<file path="config.mk">
export PLATFORM = sky130hd
export DESIGN_NAME = cmd_interval_timer
export DESIGN_NICKNAME = d
export VERILOG_FILES = /design/src/rtl/timer_pkg.sv /design/src/rtl/timer_ctrl.sv /design/src/rtl/timer_dp.sv /design/src/rtl/cmd_interval_timer.sv
export SDC_FILE = /design/constraint.sdc
export NUM_CORES = 1
export LEC_CHECK = 0
export BUFFER_PORTS_ARGS = -buffer_cell sky130_fd_sc_hd__buf_4
export CORE_AREA = 2 2 68 70
export CTS_BUF_LIST = sky130_fd_sc_hd__clkbuf_4 sky130_fd_sc_hd__clkbuf_8 sky130_fd_sc_hd__clkbuf_16
export DETAILED_ROUTE_END_ITERATION = 8
export DIE_AREA = 0 0 70 72
export GPL_ROUTABILITY_DRIVEN = 0
export HOLD_SLACK_MARGIN = 0.12
export PLACE_DENSITY_LB_ADDON = 0.25
export SYNTH_ARGS = -nofsm -noshare
export SYNTH_HDL_FRONTEND = slang
export SYNTH_SLANG_ARGS = --single-unit
</file>
<file path="constraint.sdc">
create_clock -name clk -period 2.25 [get_ports clk]
set_clock_uncertainty 0.1 [all_clocks]
set_input_delay 0.225 -clock clk [delete_from_list [all_inputs] [get_ports clk]]
set_output_delay 0.225 -clock clk [all_outputs]
set_load 0.005 [all_outputs]
</file>
<file path="src/rtl/timer_pkg.sv">
package timer_pkg;
  localparam int TMR_W     = 16;
  localparam int BUS_W     = 8;
  localparam int ADDR_W    = 2;
  localparam int TMR_BYTES = TMR_W / BUS_W;
  localparam int CTRL_ADDR = TMR_BYTES;
  localparam int CMD_W     = 4;

  typedef enum logic [CMD_W-1:0] {
    CMD_NONE    = 4'h0,
    CMD_START   = 4'h1,
    CMD_STOP    = 4'h2,
    CMD_ONESHOT = 4'h3,
    CMD_PERIOD  = 4'h4,
    CMD_INTCLK  = 4'h5,
    CMD_EXTCLK  = 4'h6
  } cmd_e;

  // strobes from control to datapath
  typedef struct packed {
    logic [TMR_BYTES-1:0] wrByte;
    logic                 loadCnt;
    logic                 decCnt;
  } dp_strobe_t;
endpackage

</file>
<file path="src/rtl/timer_ctrl.sv">
module timer_ctrl
  import timer_pkg::*;
(
  input  logic              clk,
  input  logic              rst_n,
  input  logic              regWrEn,
  input  logic              regRdEn,
  input  logic [ADDR_W-1:0] regAddr,
  input  logic [CMD_W-1:0]  cmdCode,
  input  logic              oscTick,
  input  logic              extTick,
  input  logic              cntIsOne,
  input  logic              reloadIsZero,
  output dp_strobe_t        strobe,
  output logic              running,
  output logic              irqPending,
  output logic              timeoutPulse
);
  logic selExt;
  logic periodic;
  logic ctrlWr;
  logic ctrlRd;
  logic isStart, isStop, isOneShot, isPeriod, isIntClk, isExtClk;
  logic rawTick;
  logic cntTick;
  logic expire;
  logic startOk;

  assign ctrlWr = regWrEn && (regAddr == ADDR_W'(CTRL_ADDR));
  assign ctrlRd = regRdEn && (regAddr == ADDR_W'(CTRL_ADDR));

  assign isStart   = ctrlWr && (cmdCode == CMD_START);
  assign isStop    = ctrlWr && (cmdCode == CMD_STOP);
  assign isOneShot = ctrlWr && (cmdCode == CMD_ONESHOT);
  assign isPeriod  = ctrlWr && (cmdCode == CMD_PERIOD);
  assign isIntClk  = ctrlWr && (cmdCode == CMD_INTCLK);
  assign isExtClk  = ctrlWr && (cmdCode == CMD_EXTCLK);

  assign rawTick = selExt ? extTick : oscTick;
  // a start or stop in the same cycle overrides the tick
  assign cntTick = running && rawTick && !isStart && !isStop;
  assign expire  = cntTick && cntIsOne;
  assign startOk = isStart && !reloadIsZero;

  genvar b;
  generate
    for (b = 0; b < TMR_BYTES; b++) begin : g_wr
      assign strobe.wrByte[b] = regWrEn && (regAddr == ADDR_W'(b));
    end
  endgenerate

  always_comb begin
    strobe.loadCnt = startOk || (expire && periodic);
    strobe.decCnt  = cntTick && !strobe.loadCnt;
  end

  always_ff @(posedge clk) begin
    if (!rst_n) begin
      selExt   <= 1'b0;
      periodic <= 1'b0;
    end else begin
      if (isExtClk)      selExt <= 1'b1;
      else if (isIntClk) selExt <= 1'b0;
      if (isPeriod)       periodic <= 1'b1;
      else if (isOneShot) periodic <= 1'b0;
    end
  end

  always_ff @(posedge clk) begin
    if (!rst_n) begin
      running <= 1'b0;
    end else if (isStart) begin
      running <= startOk;
    end else if (isStop) begin
      running <= 1'b0;
    end else if (expire && (!periodic || reloadIsZero)) begin
      running <= 1'b0;
    end
  end

  always_ff @(posedge clk) begin
    if (!rst_n) begin
      irqPending   <= 1'b0;
      timeoutPulse <= 1'b0;
    end else begin
      timeoutPulse <= expire;
      if (expire)      irqPending <= 1'b1;
      else if (ctrlRd) irqPending <= 1'b0;
    end
  end
endmodule

</file>
<file path="src/rtl/timer_dp.sv">
module timer_dp
  import timer_pkg::*;
(
  input  logic             clk,
  input  logic             rst_n,
  input  dp_strobe_t       strobe,
  input  logic [BUS_W-1:0] wrData,
  output logic [TMR_W-1:0] reloadVal,
  output logic             cntIsOne,
  output logic             reloadIsZero
);
  logic [BUS_W-1:0] reloadByte [TMR_BYTES];
  logic [TMR_W-1:0] count;

  genvar b;
  generate
    for (b = 0; b < TMR_BYTES; b++) begin : g_byte
      always_ff @(posedge clk) begin
        if (!rst_n)               reloadByte[b] <= '0;
        else if (strobe.wrByte[b]) reloadByte[b] <= wrData;
      end
      assign reloadVal[b*BUS_W +: BUS_W] = reloadByte[b];
    end
  endgenerate

  always_ff @(posedge clk) begin
    if (!rst_n)              count <= '0;
    else if (strobe.loadCnt) count <= reloadVal;
    else if (strobe.decCnt)  count <= count - 1'b1;
  end

  assign cntIsOne     = (count == TMR_W'(1));
  assign reloadIsZero = (reloadVal == '0);
endmodule

</file>
<file path="src/rtl/cmd_interval_timer.sv">
module cmd_interval_timer
  import timer_pkg::*;
(
  input  logic              clk,
  input  logic              rst_n,
  input  logic              regWrEn,
  input  logic              regRdEn,
  input  logic [ADDR_W-1:0] regAddr,
  input  logic [BUS_W-1:0]  regWrData,
  output logic [BUS_W-1:0]  regRdData,
  input  logic              oscTick,
  input  logic              extTick,
  output logic              irqOut,
  output logic              timeoutOut
);
  dp_strobe_t       strobe;
  logic [TMR_W-1:0] reloadVal;
  logic             cntIsOne;
  logic             reloadIsZero;
  logic             timerRunning;
  logic             irqPending;
  logic             timeoutPulse;

  timer_ctrl u_ctrl (
    .clk          (clk),
    .rst_n        (rst_n),
    .regWrEn      (regWrEn),
    .regRdEn      (regRdEn),
    .regAddr      (regAddr),
    .cmdCode      (regWrData[CMD_W-1:0]),
    .oscTick      (oscTick),
    .extTick      (extTick),
    .cntIsOne     (cntIsOne),
    .reloadIsZero (reloadIsZero),
    .strobe       (strobe),
    .running      (timerRunning),
    .irqPending   (irqPending),
    .timeoutPulse (timeoutPulse)
  );

  timer_dp u_dp (
    .clk          (clk),
    .rst_n        (rst_n),
    .strobe       (strobe),
    .wrData       (regWrData),
    .reloadVal    (reloadVal),
    .cntIsOne     (cntIsOne),
    .reloadIsZero (reloadIsZero)
  );

  always_comb begin
    regRdData = '0;
    for (int b = 0; b < TMR_BYTES; b++) begin
      if (regAddr == ADDR_W'(b)) regRdData = reloadVal[b*BUS_W +: BUS_W];
    end
    if (regAddr == ADDR_W'(CTRL_ADDR)) regRdData = {{(BUS_W-1){1'b0}}, irqPending};
  end

  assign irqOut     = irqPending;
  assign timeoutOut = timeoutPulse;
endmodule

</file>
# After elaboration in Yosys (flattened, before gate mapping)
# Memories as Yosys holds them, arrays and structs flattened.
# Cells that the tools add are included.
op_classes:
  reduce_logical: 32
  n_bitwise: 2
  eq_ne: 9
  n_mux: 24
  add_sub_neg: 1
ops:
  columns: ["operator", "n"]
  rows:
  - ["$mux 8", 5]
  - ["$mux 16", 2]
  - ["$logic_and 1x1->1", 18]
  - ["$mux 1", 17]
  - ["$eq 16x1->1 const B", 1]
  - ["$logic_not 16->1", 1]
  - ["$sub 16x1->16 const B", 1]
  - ["$eq 4x3->1 const B", 3]
  - ["$eq 4x2->1 const B", 2]
  - ["$reduce_bool 2->1", 4]
  - ["$logic_not 1->1", 5]
  - ["$eq 4x1->1 const B", 1]
  - ["$reduce_bool 3->1", 1]
  - ["$eq 2x1->1 const B", 1]
  - ["$eq 2x2->1 const B", 1]
  - ["$logic_not 2->1", 1]
  - ["$logic_or 1x1->1", 2]
  - ["$or 1x1->1", 2]
totals:
  output_inout_bits: 10
  regBits: 21
  ramBits: 16
  n_memories: 1
  input_bits: 16
memory_table:
  columns: ["name", "depth", "width", "read_ports", "rd_ports_with_merged_regs", "write_ports", "line_no", "rtl"]
  rows:
  - ["u_dp.reloadByte", 2, 8, 2, 0, 2, "timer_dp.sv:12", "logic [BUS_W-1:0] reloadByte [TMR_BYTES];"]

# Depth between registers and ports, before layout
logic_depth:
  word_depth: 13
  ltp_mapped: 8
  ltp_nobuf: 7

# Cells and area by module
# A second synthesis with hierarchy kept.
hier_totals:
  hier_cells: 198
  area_unflattened_um2: 1961.9
by_module_without_submodules:
  columns: ["module", "seq_area_each_um2", "area_per_inst_um2", "cells_per_inst", "instances"]
  rows:
  - ["timer_dp", 800.8, 1488.9, 142, 1]
  - ["timer_ctrl", 100.1, 331.6, 37, 1]
  - ["cmd_interval_timer", 0.0, 141.4, 19, 1]

# Least setup slack after synthesis
# Ideal clock, no wire load.
synth_path:
  path_type: "register -> register"
  startpoint: "reg u_dp.count[2]"
  endpoint: "reg u_dp.count[0]"
  setup_slack_ns: 0.123
  path_stages_with_launch: 9
  t_arrival_ns: 1.947
  path_buffers: 3
  period_less_slack_ns: 2.127
  setup_time_ns: 0.080
  cell_sequence: "dfxtp_1 > or4_1 > buf_2 > nor4_4 > nand4_4 > and2_4 > buf_6 > buf_6 > a211oi_2"
synth_via:
  elab_chain_cells: 7
  word_cells_on_any_way: 8
  classes_between: "eq/ne: 1; mux: 1; reduce/logical: 6"
synth_rtl:
  columns: ["element", "line_no", "rtl"]
  rows:
  - ["from (decl)", "timer_dp.sv:13", "logic [TMR_W-1:0] count;"]
  - ["from (signal assigned)", "timer_dp.sv:28", "else if (strobe.loadCnt) count <= reloadVal;"]
  - ["from (signal assigned)", "timer_dp.sv:29", "else if (strobe.decCnt) count <= count - 1'b1;"]
  - ["$eq 16x1->1 *", "timer_dp.sv:32", "assign cntIsOne = (count == TMR_W'(1));"]
  - ["$logic_and 1x1->1 *", "timer_ctrl.sv:42", "assign expire = cntTick && cntIsOne;"]
  - ["$logic_and 1x1->1 *", "timer_ctrl.sv:53", "strobe.loadCnt = startOk || (expire && periodic);"]
  - ["$logic_or 1x1->1 *", "timer_ctrl.sv:53", null]
  - ["$logic_not 1->1", "timer_ctrl.sv:54", "strobe.decCnt = cntTick && !strobe.loadCnt;"]
  - ["$logic_and 1x1->1", "timer_ctrl.sv:54", null]
  - ["$reduce_bool 2->1 (no source line)", null, null]
# Mark *: on every way between the ends. The rest lies on a longest branch, timed or not.
# A chain may end at the register's enable or synchronous reset.

# Worst setup path after layout
layout_path:
  startpoint: "reg u_dp.count[0]"
  endpoint: "reg u_dp.count[1]"
layout_via:
  elab_chain_cells: 7
  word_cells_on_any_way: 10
  classes_between: "add/sub: 1; eq/ne: 1; mux: 2; reduce/logical: 6"
layout_rtl:
  columns: ["element"]
  rows:
  - ["parallel branches: the longest is 7 deep, another holds $sub 16x1->16"]
# Several ways; the timed one is not identified. The select of a mux whose other input is x is not followed.

==> qor.csv <==
stage,metric,value,unit
sta,post-route-period-util,95.6,%
logic_synthesis,syn-instance-count,209,
sta,setup_tns,0,ps
min_path,worstHoldPathCells,2,
sta,period_minus_slack,2150,ps
sta,hold_violations,0,
power_and_ir_drop,clockPowerShare,34.0,%
setup_path,r2r-start,u_dp.count[0]$_SDFFE_PN0P_,
drt,dr.pass1.iters,4,
placement,dp.final_hpwl,3750,um
final_layout,syn_to_final_growth,20.7,%
clock_tree,cts_buffers,5,
clock_tree,clk_pin_slew,70,ps
power_and_ir_drop,comb_power_share,11.6,%
placement,place_inst,287,
min_path,holdPathEnd,u_dp.reloadByte[1][3]$_SDFFCE_PN0P_,
min_path,hp-start,regWrData[3],
grt,overflow,0,
final_layout,final_core_util,61.0,%
logic_synthesis,post-synth-top-area-fraction,22.3,%
clock_tree,cts_setup_buffers,0,
setup_path,critical_path_required,2370,ps
flow_run,max_cap_viol_count,0,
placement,dpl_cell_area,2450,um2
floorplanning,die_h,72,um
power_and_ir_drop,leakagePower,0.974,nW
sta,report.final.setup_viol,0,
setup_path,arrival,2270,ps
placement,io_buffers,25,
floorplanning,dieArea,5040,um2
clock_tree,cts_num_sinks,37,
setup_path,critical_path_buf_inv_count,1,
setup_path,cp-end-kind,flop,
logic_synthesis,ys_warn_count,0,
drt,drc,0,
clock_tree,clockBufferDepth,2,
power_and_ir_drop,netSwitchingFraction,25.4,%
logic_synthesis,synth_area,2150,um2
logic_synthesis,synth_ff_type,dfxtp_1,
final_layout,drive_gt1_share,28.2,%
clock_tree,cts_tree,built,
drt,drt_iter0_drc,123,
sta,worst_pin_slew,558,ps
grt,grt_max_degree,20,
final_layout,finalNetCount,265,
final_layout,diodes,0,
sta,rsz0062_at_grt,false,
grt,grt_first_pass_wirelength,8380,um
sta,fmax,465,MHz
final_layout,fin_area,2600,um2
grt,grt_antenna_before_repair,0,
clock_tree,clockRootBuffer,clkbuf_8,
floorplanning,io_pins,26,
min_path,hold_class,primary input to flop,
sta,slew_viol_final,0,
setup_path,crit_chain,"ha_1, or4b_2, nor4_2, buf_4, a32o_1, nand3_1, o21ai_0",
floorplanning,coreArea,4260,um2
setup_path,critPathMaxStageDelay,600,ps
final_layout,instances_no_fill,300,
logic_synthesis,avgSynthCellArea,10.3,um2
power_and_ir_drop,power_per_cell_area,532,nW/um2
logic_synthesis,synth.distinct_cells,49,
final_layout,layout_common_cells,"35 x buf_4, 21 x dfxtp_1, 18 x a21oi_1, 16 x edfxtp_1, 14 x and2_1",
drt,antenna_left,0,
logic_synthesis,synth_edf_count,16,
run_status,status,"finished, final reports clean",
grt,grt_usage,21.6,%
floorplanning,die_w,70,um
setup_path,critPathKind,flop to flop,
setup_path,start_kind,flop,
power_and_ir_drop,seqPwrFrac,54.5,%
floorplanning,rows,24,
final_layout,layout_commonest_cell,buf_4,
final_layout,n_fill_cell,391,
grt,grt_pass1_vias,1625,
setup_path,critPathMaxFanout,4,
drt,routed_wl,5280,um
drt,avgRoutedWirePerCell,17.6,um
clock_tree,insertion_delay,290,ps
drt,route.vias.total,1743,
logic_synthesis,yosys.area.top_type,edfxtp_1,
power_and_ir_drop,p_switching,0.000352,W
setup_path,crit_slowest_cell,or4b_2,
floorplanning,initial_utilization,50.5,%
power_and_ir_drop,vdd_drop_max,0.394,mV
setup_path,r2r.worst_path.cells,7,
logic_synthesis,async_reset_ff_share,0,%
clock_tree,cts-htree-levels,2,
setup_path,cp_top_family,simple AND/OR/NAND/NOR gates,
setup_path,timing.reg2reg.setup_slack,100,ps
logic_synthesis,yosysSeqAreaShare,41.8,%
drt,vias_per_cell,5.81,
logic_synthesis,synth.area.top_cells,"edfxtp_1 22%, dfxtp_1 20%, a211oi_2 5.8%, a21oi_1 4.2%, mux2i_1 4.2%",
setup_path,cp.depth,7,
power_and_ir_drop,intPower,0.00103,W
sta,slew_headroom,61.7,%
setup_path,r2r_end,u_dp.count[1]$_SDFFE_PN0P_,
logic_synthesis,ys_seq_elements,37,
logic_synthesis,synth_nets,227,
power_and_ir_drop,power,0.00138,W
-- power by group through the flow --
stage	Combinational, W	Sequential (W)	Clock [W]
6_report	0.000160	0.000753	0.000470
5_1_grt	0.000172	0.000755	0.000505
4_1_cts	0.000158	0.000752	0.000478
3_5_place_dp	0.000149	0.000767	0
3_3_place_gp	0.000148	0.000768	0
2_1_floorplan	0.0000846	0.000758	0
-- final cells by class --
type	instances	area [um2]	area share (%)
multi-input cells	157	1200	46.0
clock buffers	6	76.3	2.94
flip-flops and latches	37	901	34.6
inverters	5	18.8	0.722
clock inverters	2	10.0	0.385
well taps	52	65.1	2.50
repair buffers	41	333	12.8
-- synthesized netlist by cell type, drive strengths merged, types with 3 or more instances --
cell type and n:
a211oi 15, a21oi 18, and2 15, buf 6, clkbuf 4, dfxtp 21, edfxtp 16, inv 5
mux2i 9, nand2 7, nand3 3, nand3b 3, nor2 12, nor3 8, nor4 9, o21ai 6
or3 4, or4 4, xnor2 9, xor2 7
-- flip-flops by register name, summed over array words and instances, names as in the netlist --
signal	flops
u_ctrl.irqPending	1
u_ctrl.periodic	1
u_ctrl.running	1
u_ctrl.selExt	1
u_ctrl.timeoutPulse	1
u_dp.count	16
u_dp.reloadByte	16
-- worst max path at each step --
stage | slack [ps] | endpoint | from
after floorplan | 120 | u_dp.count[0]$_SDFFE_PN0P_ | u_dp.count[2]$_SDFFE_PN0P_
after global placement | 50 | u_dp.count[1]$_SDFFE_PN0P_ | u_dp.count[0]$_SDFFE_PN0P_
after detailed placement | 60 | u_dp.count[1]$_SDFFE_PN0P_ | u_dp.count[0]$_SDFFE_PN0P_
after CTS | 6 | u_dp.count[14]$_SDFFE_PN0P_ | u_dp.count[7]$_SDFFE_PN0P_
after global routing | 3 | u_dp.count[14]$_SDFFE_PN0P_ | u_dp.count[3]$_SDFFE_PN0P_
final | 100 | u_dp.count[1]$_SDFFE_PN0P_ | u_dp.count[0]$_SDFFE_PN0P_
-- stage by stage --
stage,hold WS (ps),setup slack (ps)
final,146,98.4
after global routing,147,2.87
after CTS,136,5.86
after detailed placement,405,60.8
after global placement,394,47.7
after floorplan,264,123
-- routing by layer --
| metal | GRT usage [%] | wire length [um] |
|---|---|---|
| met1 | 27.9 | 2410 |
| met2 | 36.7 | 2610 |
| met3 | 4.31 | 192 |
| met4 | 7.26 | 64 |
| met5 | 0 | 0 |
-- cell families (layout without fill, tap and decap cells) --
logic type	Yosys count	after routing	synth area share (%)
xor gates and xnor gates	16	16	6.50
and+or+nand+nor	84	84	26.1
AOI/OAI and AO/OA	46	46	16.8
adders and majority gates	2	2	1.16
muxes	9	9	4.18
DFF	37	37	41.8
buffers and inverters	15	54	3.43
-- what timing repair did --
item / CTS / global route
hold endpoints to repair: 7 / 0
hold buffers: 5 / 0
setup endpoints to repair: 1 / 2
pin swaps: 0 / 1
resized for setup: 1 / 2
Power figures use the tool's default switching activity.
